**config.mk**
```make
export PLATFORM = sky130hd
export DESIGN_NAME = mem_region_router
export DESIGN_NICKNAME = d
export VERILOG_FILES = /design/src/rtl/mrr_pkg.sv /design/src/rtl/mrr_align.sv /design/src/rtl/mrr_decode.sv /design/src/rtl/mrr_return.sv /design/src/rtl/mem_region_router.sv
export SDC_FILE = /design/constraint.sdc
export NUM_CORES = 1
export LEC_CHECK = 0
export CORE_AREA = 2 2 279 281
export CTS_CLUSTER_SIZE = 20
export DETAILED_ROUTE_END_ITERATION = 7
export DIE_AREA = 0 0 281 283
export GPL_TIMING_DRIVEN = 1
export PLACE_DENSITY = 0.36
export SYNTH_ARGS = -nofsm -noshare
export SYNTH_HDL_FRONTEND = slang
export SYNTH_SLANG_ARGS = --single-unit
```
**constraint.sdc**
```tcl
create_clock -name clk -period 5.6 [get_ports clk]
set_input_delay 1.12 -clock clk [delete_from_list [all_inputs] [get_ports clk]]
set_output_delay 1.12 -clock clk [all_outputs]
set_load 0.02 [all_outputs]
```
**src/rtl/mrr_pkg.sv**
```systemverilog
package mrr_pkg;
  localparam int ADDR_W  = 32;
  localparam int NUM_TGT = 9;

  typedef enum logic [3:0] {
    RG_BOOT  = 4'd0,
    RG_XWRAM = 4'd1,
    RG_IWRAM = 4'd2,
    RG_IO    = 4'd3,
    RG_PAL   = 4'd4,
    RG_VRAM  = 4'd5,
    RG_OAM   = 4'd6,
    RG_CART  = 4'd7,
    RG_SAVE  = 4'd8,
    RG_SINK  = 4'd9
  } region_e;

  typedef enum logic [1:0] {
    SZ_BYTE = 2'd0,
    SZ_HALF = 2'd1,
    SZ_WORD = 2'd2,
    SZ_WALT = 2'd3
  } size_e;

  typedef struct packed {
    region_e             region;
    logic [ADDR_W-1:0]   offset;
    logic                unmapped;
  } route_t;
endpackage

```
**src/rtl/mrr_align.sv**
```systemverilog
module mrr_align
  import mrr_pkg::*;
(
  input  logic [1:0]        size,
  input  logic [ADDR_W-1:0] addr,
  output logic [ADDR_W-1:0] aligned
);
  always_comb begin
    aligned = addr;
    case (size_e'(size))
      SZ_HALF:          aligned = {addr[ADDR_W-1:1], 1'b0};
      SZ_WORD, SZ_WALT: aligned = {addr[ADDR_W-1:2], 2'b00};
      default:          aligned = addr;
    endcase
  end
endmodule

```
**src/rtl/mrr_decode.sv**
```systemverilog
module mrr_decode
  import mrr_pkg::*;
#(
  parameter logic [ADDR_W-1:0] XWRAM_MASK   = 32'h0003_FFFF,
  parameter logic [ADDR_W-1:0] IWRAM_MASK   = 32'h0000_7FFF,
  parameter logic [ADDR_W-1:0] IO_MASK      = 32'h0000_07FF,
  parameter logic [15:0]       IO_ALIAS_LOW = 16'h8000,
  parameter logic [ADDR_W-1:0] IO_ALIAS_OFF = 32'h0000_0800,
  parameter logic [ADDR_W-1:0] SMALL_MASK   = 32'h0000_03FF,
  parameter logic [ADDR_W-1:0] VRAM_MASK    = 32'h0001_FFFF,
  parameter logic [ADDR_W-1:0] VRAM_FOLD_AT = 32'h0001_8000,
  parameter logic [ADDR_W-1:0] VRAM_FOLD_BY = 32'h0000_8000,
  parameter logic [ADDR_W-1:0] BOOT_LIMIT   = 32'h0000_4000
) (
  input  logic              is_write,
  input  logic [ADDR_W-1:0] addr,
  output route_t            route
);
  localparam int TOP_LSB = ADDR_W - 8;

  logic [7:0]        top;
  logic [ADDR_W-1:0] vram_raw;

  assign top      = addr[ADDR_W-1:TOP_LSB];
  assign vram_raw = addr & VRAM_MASK;

  always_comb begin
    route.region   = RG_SINK;
    route.offset   = '0;
    route.unmapped = 1'b0;
    case (top)
      8'h00: begin
        if (!is_write && (addr < BOOT_LIMIT)) begin
          route.region = RG_BOOT;
          route.offset = addr;
        end
      end
      8'h02: begin
        route.region = RG_XWRAM;
        route.offset = addr & XWRAM_MASK;
      end
      8'h03: begin
        route.region = RG_IWRAM;
        route.offset = addr & IWRAM_MASK;
      end
      8'h04: begin
        route.region = RG_IO;
        route.offset = (addr[15:0] == IO_ALIAS_LOW) ? IO_ALIAS_OFF : (addr & IO_MASK);
      end
      8'h05: begin
        route.region = RG_PAL;
        route.offset = addr & SMALL_MASK;
      end
      8'h06: begin
        route.region = RG_VRAM;
        route.offset = (vram_raw > VRAM_FOLD_AT) ? (vram_raw - VRAM_FOLD_BY) : vram_raw;
      end
      8'h07: begin
        route.region = RG_OAM;
        route.offset = addr & SMALL_MASK;
      end
      8'h08, 8'h09, 8'h0A, 8'h0B, 8'h0C, 8'h0D: begin
        if (!is_write) begin
          route.region = RG_CART;
          route.offset = addr;
        end
      end
      8'h0E, 8'h0F: begin
        route.region = RG_SAVE;
        route.offset = addr;
      end
      default: route.unmapped = 1'b1;
    endcase
  end
endmodule

```
**src/rtl/mrr_return.sv**
```systemverilog
module mrr_return
  import mrr_pkg::*;
#(
  parameter int DW = 32
) (
  input  logic                  clk,
  input  logic                  rst_n,
  input  logic                  rd_req,
  input  logic                  unm_req,
  input  region_e               region,
  input  logic [NUM_TGT*DW-1:0] tgt_rdata,
  output logic                  rd_valid,
  output logic [DW-1:0]         rd_data,
  output logic                  unmapped_access
);
  logic [DW-1:0] pick;
  logic [DW-1:0] data_d, data_q;
  logic          vld_d, vld_q;
  logic          unm_d, unm_q;

  always_comb begin
    pick = '0;
    for (int k = 0; k < NUM_TGT; k++) begin
      if (region == region_e'(k)) pick = tgt_rdata[k*DW +: DW];
    end
    data_d = pick;
    vld_d  = rd_req;
    unm_d  = unm_req;
  end

  always_ff @(posedge clk or negedge rst_n) begin
    if (!rst_n) begin
      data_q <= '0;
      vld_q  <= 1'b0;
      unm_q  <= 1'b0;
    end else begin
      vld_q <= vld_d;
      unm_q <= unm_d;
      if (rd_req) data_q <= data_d;
    end
  end

  assign rd_valid        = vld_q;
  assign rd_data         = data_q;
  assign unmapped_access = unm_q;
endmodule

```
**src/rtl/mem_region_router.sv**
```systemverilog
module mem_region_router
  import mrr_pkg::*;
#(
  parameter int                DW           = 32,
  parameter logic [ADDR_W-1:0] XWRAM_MASK   = 32'h0003_FFFF,
  parameter logic [ADDR_W-1:0] IWRAM_MASK   = 32'h0000_7FFF,
  parameter logic [ADDR_W-1:0] IO_MASK      = 32'h0000_07FF,
  parameter logic [15:0]       IO_ALIAS_LOW = 16'h8000,
  parameter logic [ADDR_W-1:0] IO_ALIAS_OFF = 32'h0000_0800,
  parameter logic [ADDR_W-1:0] SMALL_MASK   = 32'h0000_03FF,
  parameter logic [ADDR_W-1:0] VRAM_MASK    = 32'h0001_FFFF,
  parameter logic [ADDR_W-1:0] VRAM_FOLD_AT = 32'h0001_8000,
  parameter logic [ADDR_W-1:0] VRAM_FOLD_BY = 32'h0000_8000,
  parameter logic [ADDR_W-1:0] BOOT_LIMIT   = 32'h0000_4000
) (
  input  logic                      clk,
  input  logic                      rst_n,
  input  logic                      req_valid,
  input  logic                      req_write,
  input  logic [1:0]                req_size,
  input  logic [ADDR_W-1:0]         req_addr,
  input  logic [DW-1:0]             req_wdata,
  output logic [NUM_TGT-1:0]        tgt_sel,
  output logic                      tgt_write,
  output logic [1:0]                tgt_size,
  output logic [DW-1:0]             tgt_wdata,
  output logic [NUM_TGT*ADDR_W-1:0] tgt_off,
  input  logic [NUM_TGT*DW-1:0]     tgt_rdata,
  output logic                      rd_valid,
  output logic [DW-1:0]             rd_data,
  output logic                      unmapped_access
);
  logic [ADDR_W-1:0] aligned;
  route_t            route;

  mrr_align u_align (
    .size    (req_size),
    .addr    (req_addr),
    .aligned (aligned)
  );

  mrr_decode #(
    .XWRAM_MASK   (XWRAM_MASK),
    .IWRAM_MASK   (IWRAM_MASK),
    .IO_MASK      (IO_MASK),
    .IO_ALIAS_LOW (IO_ALIAS_LOW),
    .IO_ALIAS_OFF (IO_ALIAS_OFF),
    .SMALL_MASK   (SMALL_MASK),
    .VRAM_MASK    (VRAM_MASK),
    .VRAM_FOLD_AT (VRAM_FOLD_AT),
    .VRAM_FOLD_BY (VRAM_FOLD_BY),
    .BOOT_LIMIT   (BOOT_LIMIT)
  ) u_decode (
    .is_write (req_write),
    .addr     (aligned),
    .route    (route)
  );

  for (genvar k = 0; k < NUM_TGT; k++) begin : g_tgt
    assign tgt_sel[k] = req_valid && (route.region == region_e'(k));
    assign tgt_off[k*ADDR_W +: ADDR_W] = tgt_sel[k] ? route.offset : '0;
  end

  assign tgt_write = req_write;
  assign tgt_size  = req_size;
  assign tgt_wdata = req_wdata;

  mrr_return #(.DW(DW)) u_return (
    .clk             (clk),
    .rst_n           (rst_n),
    .rd_req          (req_valid && !req_write),
    .unm_req         (req_valid && route.unmapped),
    .region          (route.region),
    .tgt_rdata       (tgt_rdata),
    .rd_valid        (rd_valid),
    .rd_data         (rd_data),
    .unmapped_access (unmapped_access)
  );
endmodule

```
==> metrics.cfg, run 1 <==
[outcome]
status = finished, final reports clean

[synth]
synth_fa_ha_area_frac = 0.003901
seq_area_frac_synth = 0.1326
syn_avg_cell_area_um2 = 6.546
ys_top_cells_by_count = nor2_1 (176), buf_4 (156), clkbuf_1 (70), o21ai_0 (63), a211oi_1 (62)
ys_warn_count = 0
synth_simple_gate_area_frac = 0.2738
synth_xor_area_frac = 0
synth.cell_area_um2 = 6415
yosysMostFrequentCell = nor2_1
synth_cells = 980
synth_flop_cell = dfrtp_1
synthMuxAreaShare = 0.05617
synth_top_family_by_area = compound AO/OA/AOI/OAI gates
ys_ff_latch = 34
synth_edf_count = 0
synth-async-reset-ratio = 1.000
synth_top_area_frac = 0.1826
synth_top_area_cell = buf_4
synth_compound_area_frac = 0.2852
synthTopCellsByArea = buf_4 (18%), dfrtp_1 (13%), nor2_1 (10%), a211oi_1 (7.3%), and3_1 (5.9%)
synth_cell_type_count = 49

[placed_design]
placement.io_buffers = 538
gp_congestion = 0.8136
dp.cells = 2489
place_hpwl_um = 43180

[clock_network]
cts_root_buf = clkbuf_16
cts-buffers-inserted = 5
cts_num_sinks = 34
clk_pin_slew_ns = 0.08
postCtsSetupRepairBufs = 0
cts_hold_buffers = 0
htree_levels = 2
clkLatencyLatePin_ns = 0.31
cts_resized = 0
tritoncts = built
cts.path.max_buffers = 2

[setup_path]
r2r_cells = 2
critical_path.max_fanout = 9
endpoint_kind = primary output
crit_path_start_kind = input port
cp.arrival_ns = 4.16
critical_path_required_ns = 4.48
crit_type = input port to primary output

[sta]
rsz0062_at_grt = false
fin_crit_sh = 0.9420
tns_ns = 0
setup_viol = 0
hold_viol = 0
min_period_ns = 5.275
slew_violations = 0
fmax_mhz = 189.6
relSlewSlack = 0.3452
finalClockSkew_ns = 0
worst_pin_slew_ns = 0.9823

[floorplan]
die_y_um = 283
die-area_um2 = 79520
rows = 102
floorplan.initialDensity = 0.08364
ioPinCount = 724
die_w_um = 281
coreArea_um2 = 76700

[final_layout]
nNetsFinal = 1816
fillers = 8751
drive_gt1_frac = 0.08099
final_util = 0.1646
area_delta_synth_final_pct = 96.82
antenna_cells = 0
instances_no_fill = 2497

[route]
drc_errors = 0
first_iter_violations = 372
wl_per_cell_um = 21.48
viasPerCell = 3.604
ant_nets = 0
routed_wl_um = 53640
num_vias = 8998
dr.pass1.iters = 5

[pwr]
vdd_drop_max_uv = 92.31
total_power_mw = 1.310
powerDensity_nw_per_um2 = 103.8
p_leak_nw = 4.710

[min_path]
hp-class = register to register
worst_hold_path.num_cells = 2

[grt]
grt_max_degree = 65
grt_pass1_vias = 9306
antenna_found_initial = 7
grt_pass1_wl_um = 72680
overflow = 0
track_usage = 0.1285

[job]
timing.max_cap.violations = 0

[sequential cells by signal (all words and copies together), names as in the netlist]
signal	flops
u_return.rd_data	32
u_return.unmapped_access	1
u_return.rd_valid	1
[cell type report]
| type | instances | area (µm²) | area share |
|---|---|---|---|
| Inverter | 19 | 71.32 | 0.005649 |
| Clock buffer | 7 | 142.6 | 0.01130 |
| Tap cell | 1040 | 1301 | 0.1031 |
| Sequential cell | 34 | 850.8 | 0.06739 |
| Multi-Input combinational cell | 805 | 4492 | 0.3558 |
| Clock inverter | 1 | 5.005 | 0.0003964 |
| Timing Repair Buffer | 591 | 5763 | 0.4564 |
[metrics by stage]
stage	cell area, µm²	setup slack [ns]	hold WS [ns]
global route	12630	0.2284	0.5970
floorplan	6865	1.505	0.5983
global placement	12480	0.3426	0.5205
CTS	12630	0.3319	0.5536
detailed placement	12480	0.3357	0.5323
finish	12630	0.3246	0.5420
[worst paths after layout]
path	start	endpoint	slack, ns
worst max-delay path	req_addr[2]	tgt_off[279]	0.32
worst min-delay path	u_return.rd_data[25]	u_return.rd_data[25]	0.54
max in group asynchronous	rst_n	u_return.rd_data[0]	4.23
worst max register to register	u_return.rd_data[23]	u_return.rd_data[23]	4.75
worst min register to register	u_return.rd_data[25]	u_return.rd_data[25]	0.54
min in group asynchronous	rst_n	u_return.rd_data[27]	0.90
[cell usage in the layout, fill, tap and decap left out, drive strengths merged, types with 2 or more instances in the layout]
cell type / n
nor2b: 5
mux2: 32
a2111oi: 2
nor3: 6
a221oi: 30
dfrtp: 34
clkbuf: 7
nor4: 7
or4: 2
conb: 121
o2bb2ai: 2
nand3b: 2
nand3: 11
ha: 2
nand2b: 4
a32o: 2
and3: 61
o31a: 2
a211oi: 62
o211ai: 3
clkdlybuf4s50: 533
nand2: 53
nor2: 179
o2111a: 2
or3: 2
o21ai: 63
o32ai: 2
and2: 36
o221ai: 3
o22ai: 60
buf: 58
a21oi: 39
inv: 19
[report_power, final]
part | switching (mW) | leakage [nW] | internal, mW
sequential | 0.0173 | 0.413 | 0.273
clock | 0.153 | 0.0739 | 0.178
combinational | 0.356 | 4.22 | 0.333
total | 0.526 | 4.71 | 0.784
[per-layer routing]
layer  vias up  GRT usage  wire length (µm)
met4         6    0.03382              1255
met3        62    0.03026              3742
li1       4156          -                 -
met1      4304     0.1454             21170
met2       470     0.2380             27440
met5         -          0                38
[critical path, cell delays in order]
cell,delay [ns]
clkdlybuf4s50_1,0.42
or4_1,0.63
or4b_1,0.61
o2111a_2,0.39
buf_4,0.19
nor2_1,0.17
nor2_1,0.07
clkdlybuf4s50_1,0.55
[cells by family after synthesis]
logic type                 Yosys count
and+or+nand+nor                    372
other                                1
adders and majority gates            2
AOI/OAI and AO/OA                  278
buffers and inverters              261
DFF                                 34
muxes                               32
(Power assumes the default switching activity.)
==> run 2: changes to the inputs <==
- CAP_MARGIN: unset -> 30
- PLACE_DENSITY: 0.36 -> 0.37
- SYNTH_HIERARCHICAL: unset -> 1
==> run 2 against run 1 <==
- sequential share of layout area fell by 1.4 points
- core utilization increased by 4.4 points
- synthesized cell count grew 9.6%
- first-iteration DRC count shrank 0.27%
- combinational power down 24%
- worst hold slack lost 0.016 ns
- flip-flop and latch count did not move
- largest power group unchanged
- wire length increased by 14%
- cell count increased by 9.3%
- die area unchanged
- clock power is 6.3% lower
- sequential power shrank 8.3%
==> metrics.cfg, run 2 <==
[synth]
ys_warn_count = 6  ; +6
ys_top_cells_by_count = nor2_1 (167), nor3_1 (128), nand2_1 (83), buf_4 (70), buf_2 (51)
synth_top_family_by_area = simple AND/OR/NAND/NOR gates
synth_edf_count = 0  ; unchanged
synth_simple_gate_area_frac = 0.3520  ; +0.07819
synth-async-reset-ratio = 1.000  ; unchanged
synth_top_area_cell = dfrtp_1
seq_area_frac_synth = 0.1139  ; -0.01875
synth_fa_ha_area_frac = 0.003350  ; -0.0005514
synth_nets = 1434
synth_xor_area_frac = 0  ; unchanged
synth_cell_type_count = 76  ; +55%
ys_ff_latch = 34  ; unchanged
synth_compound_area_frac = 0.2315  ; -0.05370
synthMuxAreaShare = 0.1360  ; +0.07982
synth_cells = 1074  ; +9.6%
synth.cell_area_um2 = 7471  ; +16%
syn_avg_cell_area_um2 = 6.956  ; +6.3%
yosysMostFrequentCell = nor2_1
synth_flop_cell = dfrtp_1
synth_top_area_frac = 0.1139  ; -0.06868
synthTopCellsByArea = dfrtp_1 (11%), nor3_1 (8.6%), nor2_1 (8.4%), buf_4 (7.0%), mux2i_1 (5.0%)

[clock_network]
cts.path.max_buffers = 2  ; unchanged
cts_root_buf = clkbuf_16
htree_levels = 2  ; unchanged
cts_num_sinks = 34  ; unchanged
clk_pin_slew_ns = 0.07  ; about the same
cts-buffers-inserted = 5  ; unchanged
cts_hold_buffers = 0  ; unchanged
tritoncts = built
clkLatencyLatePin_ns = 0.30  ; about the same

[floorplan]
floorplan.initialDensity = 0.09740  ; +0.01377
rows = 102  ; unchanged
die-area_um2 = 79520  ; unchanged
die_w_um = 281  ; unchanged
die_y_um = 283  ; unchanged
ioPinCount = 724  ; unchanged
coreArea_um2 = 76700  ; unchanged

[pwr]
p_leak_nw = 5.850  ; +24%
vdd_drop_max_uv = 92.02  ; -0.32%
powerDensity_nw_per_um2 = 68.86  ; -34%

[outcome]
status = finished, final reports clean

[route]
dr.pass1.iters = 5  ; unchanged
drc_errors = 0  ; unchanged
num_vias = 10690  ; +19%
first_iter_violations = 371  ; -0.27%
ant_nets = 0  ; unchanged
routed_wl_um = 61260  ; +14%
viasPerCell = 3.916  ; +8.7%
wl_per_cell_um = 22.44  ; +4.5%

[grt]
met1_usage = 0.1700  ; +0.02456
grt_max_degree = 62  ; -4.6%
grt_pass1_wl_um = 84140  ; +16%
antenna_found_initial = 0  ; -7
overflow = 0  ; unchanged
track_usage = 0.1453  ; +0.01675
grt_pass1_vias = 11270  ; +21%
grt_use_met3 = 0.03134  ; +0.001072
met2_usage = 0.2709  ; +0.03290
busiest_layer = met2

[setup_path]
crit_type = input port to primary output
crit_path_start_kind = input port
endpoint = tgt_off[102]
cp.arrival_ns = 4.41  ; +0.25 ns
critPathLaunch = req_addr[29]
critical_path_required_ns = 4.48  ; about the same
endpoint_kind = primary output
r2r_cells = 2  ; unchanged
reg2reg_from = u_return/rd_data[13]
critical_path.max_fanout = 49  ; +40
rr_endpoint = u_return/rd_data[13]
r2r_setup_slack_ns = 4.60  ; -0.15 ns

[job]
timing.max_cap.violations = 0  ; unchanged

[sta]
finalClockSkew_ns = 0  ; unchanged
finalWorstSetupSlack_ns = 0.06806  ; -0.2566 ns
fmax_mhz = 180.8  ; -4.6%
tns_ns = 0  ; unchanged
setup_viol = 0  ; unchanged
fin_crit_sh = 0.9878  ; +0.04581
relSlewSlack = 0.4217  ; +0.07656
slew_violations = 0  ; unchanged
min_period_ns = 5.532  ; +0.2566 ns
worst_pin_slew_ns = 0.8638  ; -0.1185 ns
hold_viol = 0  ; unchanged
rsz0062_at_grt = true

[final_layout]
final_cell_mix = clkdlybuf4s50_1 (625), nor2_1 (167), nor3_1 (123)
nNetsFinal = 2048  ; +13%
multi_input_area_um2 = 5582  ; +24%
fillers = 8519  ; -2.7%
largest_register_ffs = 32  ; unchanged
area_delta_synth_final_pct = 114.4
drive_gt1_frac = 0.1800  ; +0.09900
seq_area_um2 = 850.8  ; unchanged
final_common_cell = clkdlybuf4s50_1

[placed_design]
dp_slack_ns = -0.3453  ; -0.6810 ns
placement.io_buffers = 659  ; +22%
place_hpwl_um = 50520  ; +17%
gp_congestion = 0.8443  ; +3.8%

[min_path]
worst_hold_path.num_cells = 2  ; unchanged
hp-class = register to register

run 2: cell type report:
type,instances,area share
Sequential cell,34,0.05312
Clock inverter,2,0.0007811
Clock buffer,6,0.008670
Tap cell,1040,0.08124
Antenna cell,1,0.0001562
Inverter,22,0.005155
Multi-Input combinational cell,833,0.3485
Timing Repair Buffer,792,0.5024
run 2: what timing repair did:
action                                  in CTS  in global routing
gates cloned                                 0                  0
gates resized for setup                      7                 23
endpoints found under the setup margin       5                 26
buffers inserted                             0                  0
run 2: logic make-up (layout without fill, tap and decap cells):
logic type,count (synthesis),in the layout
AOI/OAI and AO/OA,222,222
muxes,87,87
adders and majority gates,2,2
DFF,34,34
other,0,1
and+or+nand+nor,522,522
buffers and inverters,207,822
run 2: report_power, final:
group	switching, mW	total [mW]	leakage [nW]	internal [mW]
combinational	0.213	0.526	5.32	0.313
clock	0.133	0.310	0.0729	0.177
sequential	0.00780	0.266	0.455	0.259
total	0.354	1.10	5.85	0.749
run 2: per-layer routing:
metal  routed length, µm  vias up
met3                4551       24
met4                 695        0
met5                   0        -
met2               31250      519
li1                    -     5031
met1               24760     5117
run 2: how the worst min path moves through the flow:
stage / slack [ns] / end / startpoint
after global placement: 0.52 / u_return/rd_data[12] / u_return/rd_data[12]
after CTS: 0.53 / u_return/rd_data[26] / u_return/rd_data[26]
after global routing: 0.55 / u_return/rd_data[3] / u_return/rd_data[3]
after floorplan: 0.62 / u_return/rd_data[20] / u_return/rd_data[20]
final: 0.53 / u_return/rd_data[26] / u_return/rd_data[26]
after detailed placement: 0.52 / u_return/rd_data[26] / u_return/rd_data[26]
run 2: stage by stage:
step | utilization | instances | hold WS, ns | power (mW) | cell area, µm²
global route | 0.2088 | 2729 | 0.5530 | 1.166 | 16020
floorplan | - | 1074 | 0.6158 | 0.4921 | 7471
detailed placement | 0.2054 | 2721 | 0.5196 | 0.8003 | 15760
CTS | 0.2079 | 2729 | 0.5304 | 1.133 | 15940
global placement | 0.2048 | 2718 | 0.5190 | 0.7966 | 15710
finish | 0.2088 | 2730 | 0.5265 | 1.103 | 16020
run 2: critical path, cell delays in order:
cell	delay (ns)
clkdlybuf4s50_1	0.46
or4_4	0.64
nor2_4	0.23
nand3_1	0.28
nand3_4	0.30
nand2_2	0.10
buf_12	0.17
nor3_1	0.31
clkdlybuf4s50_1	0.66
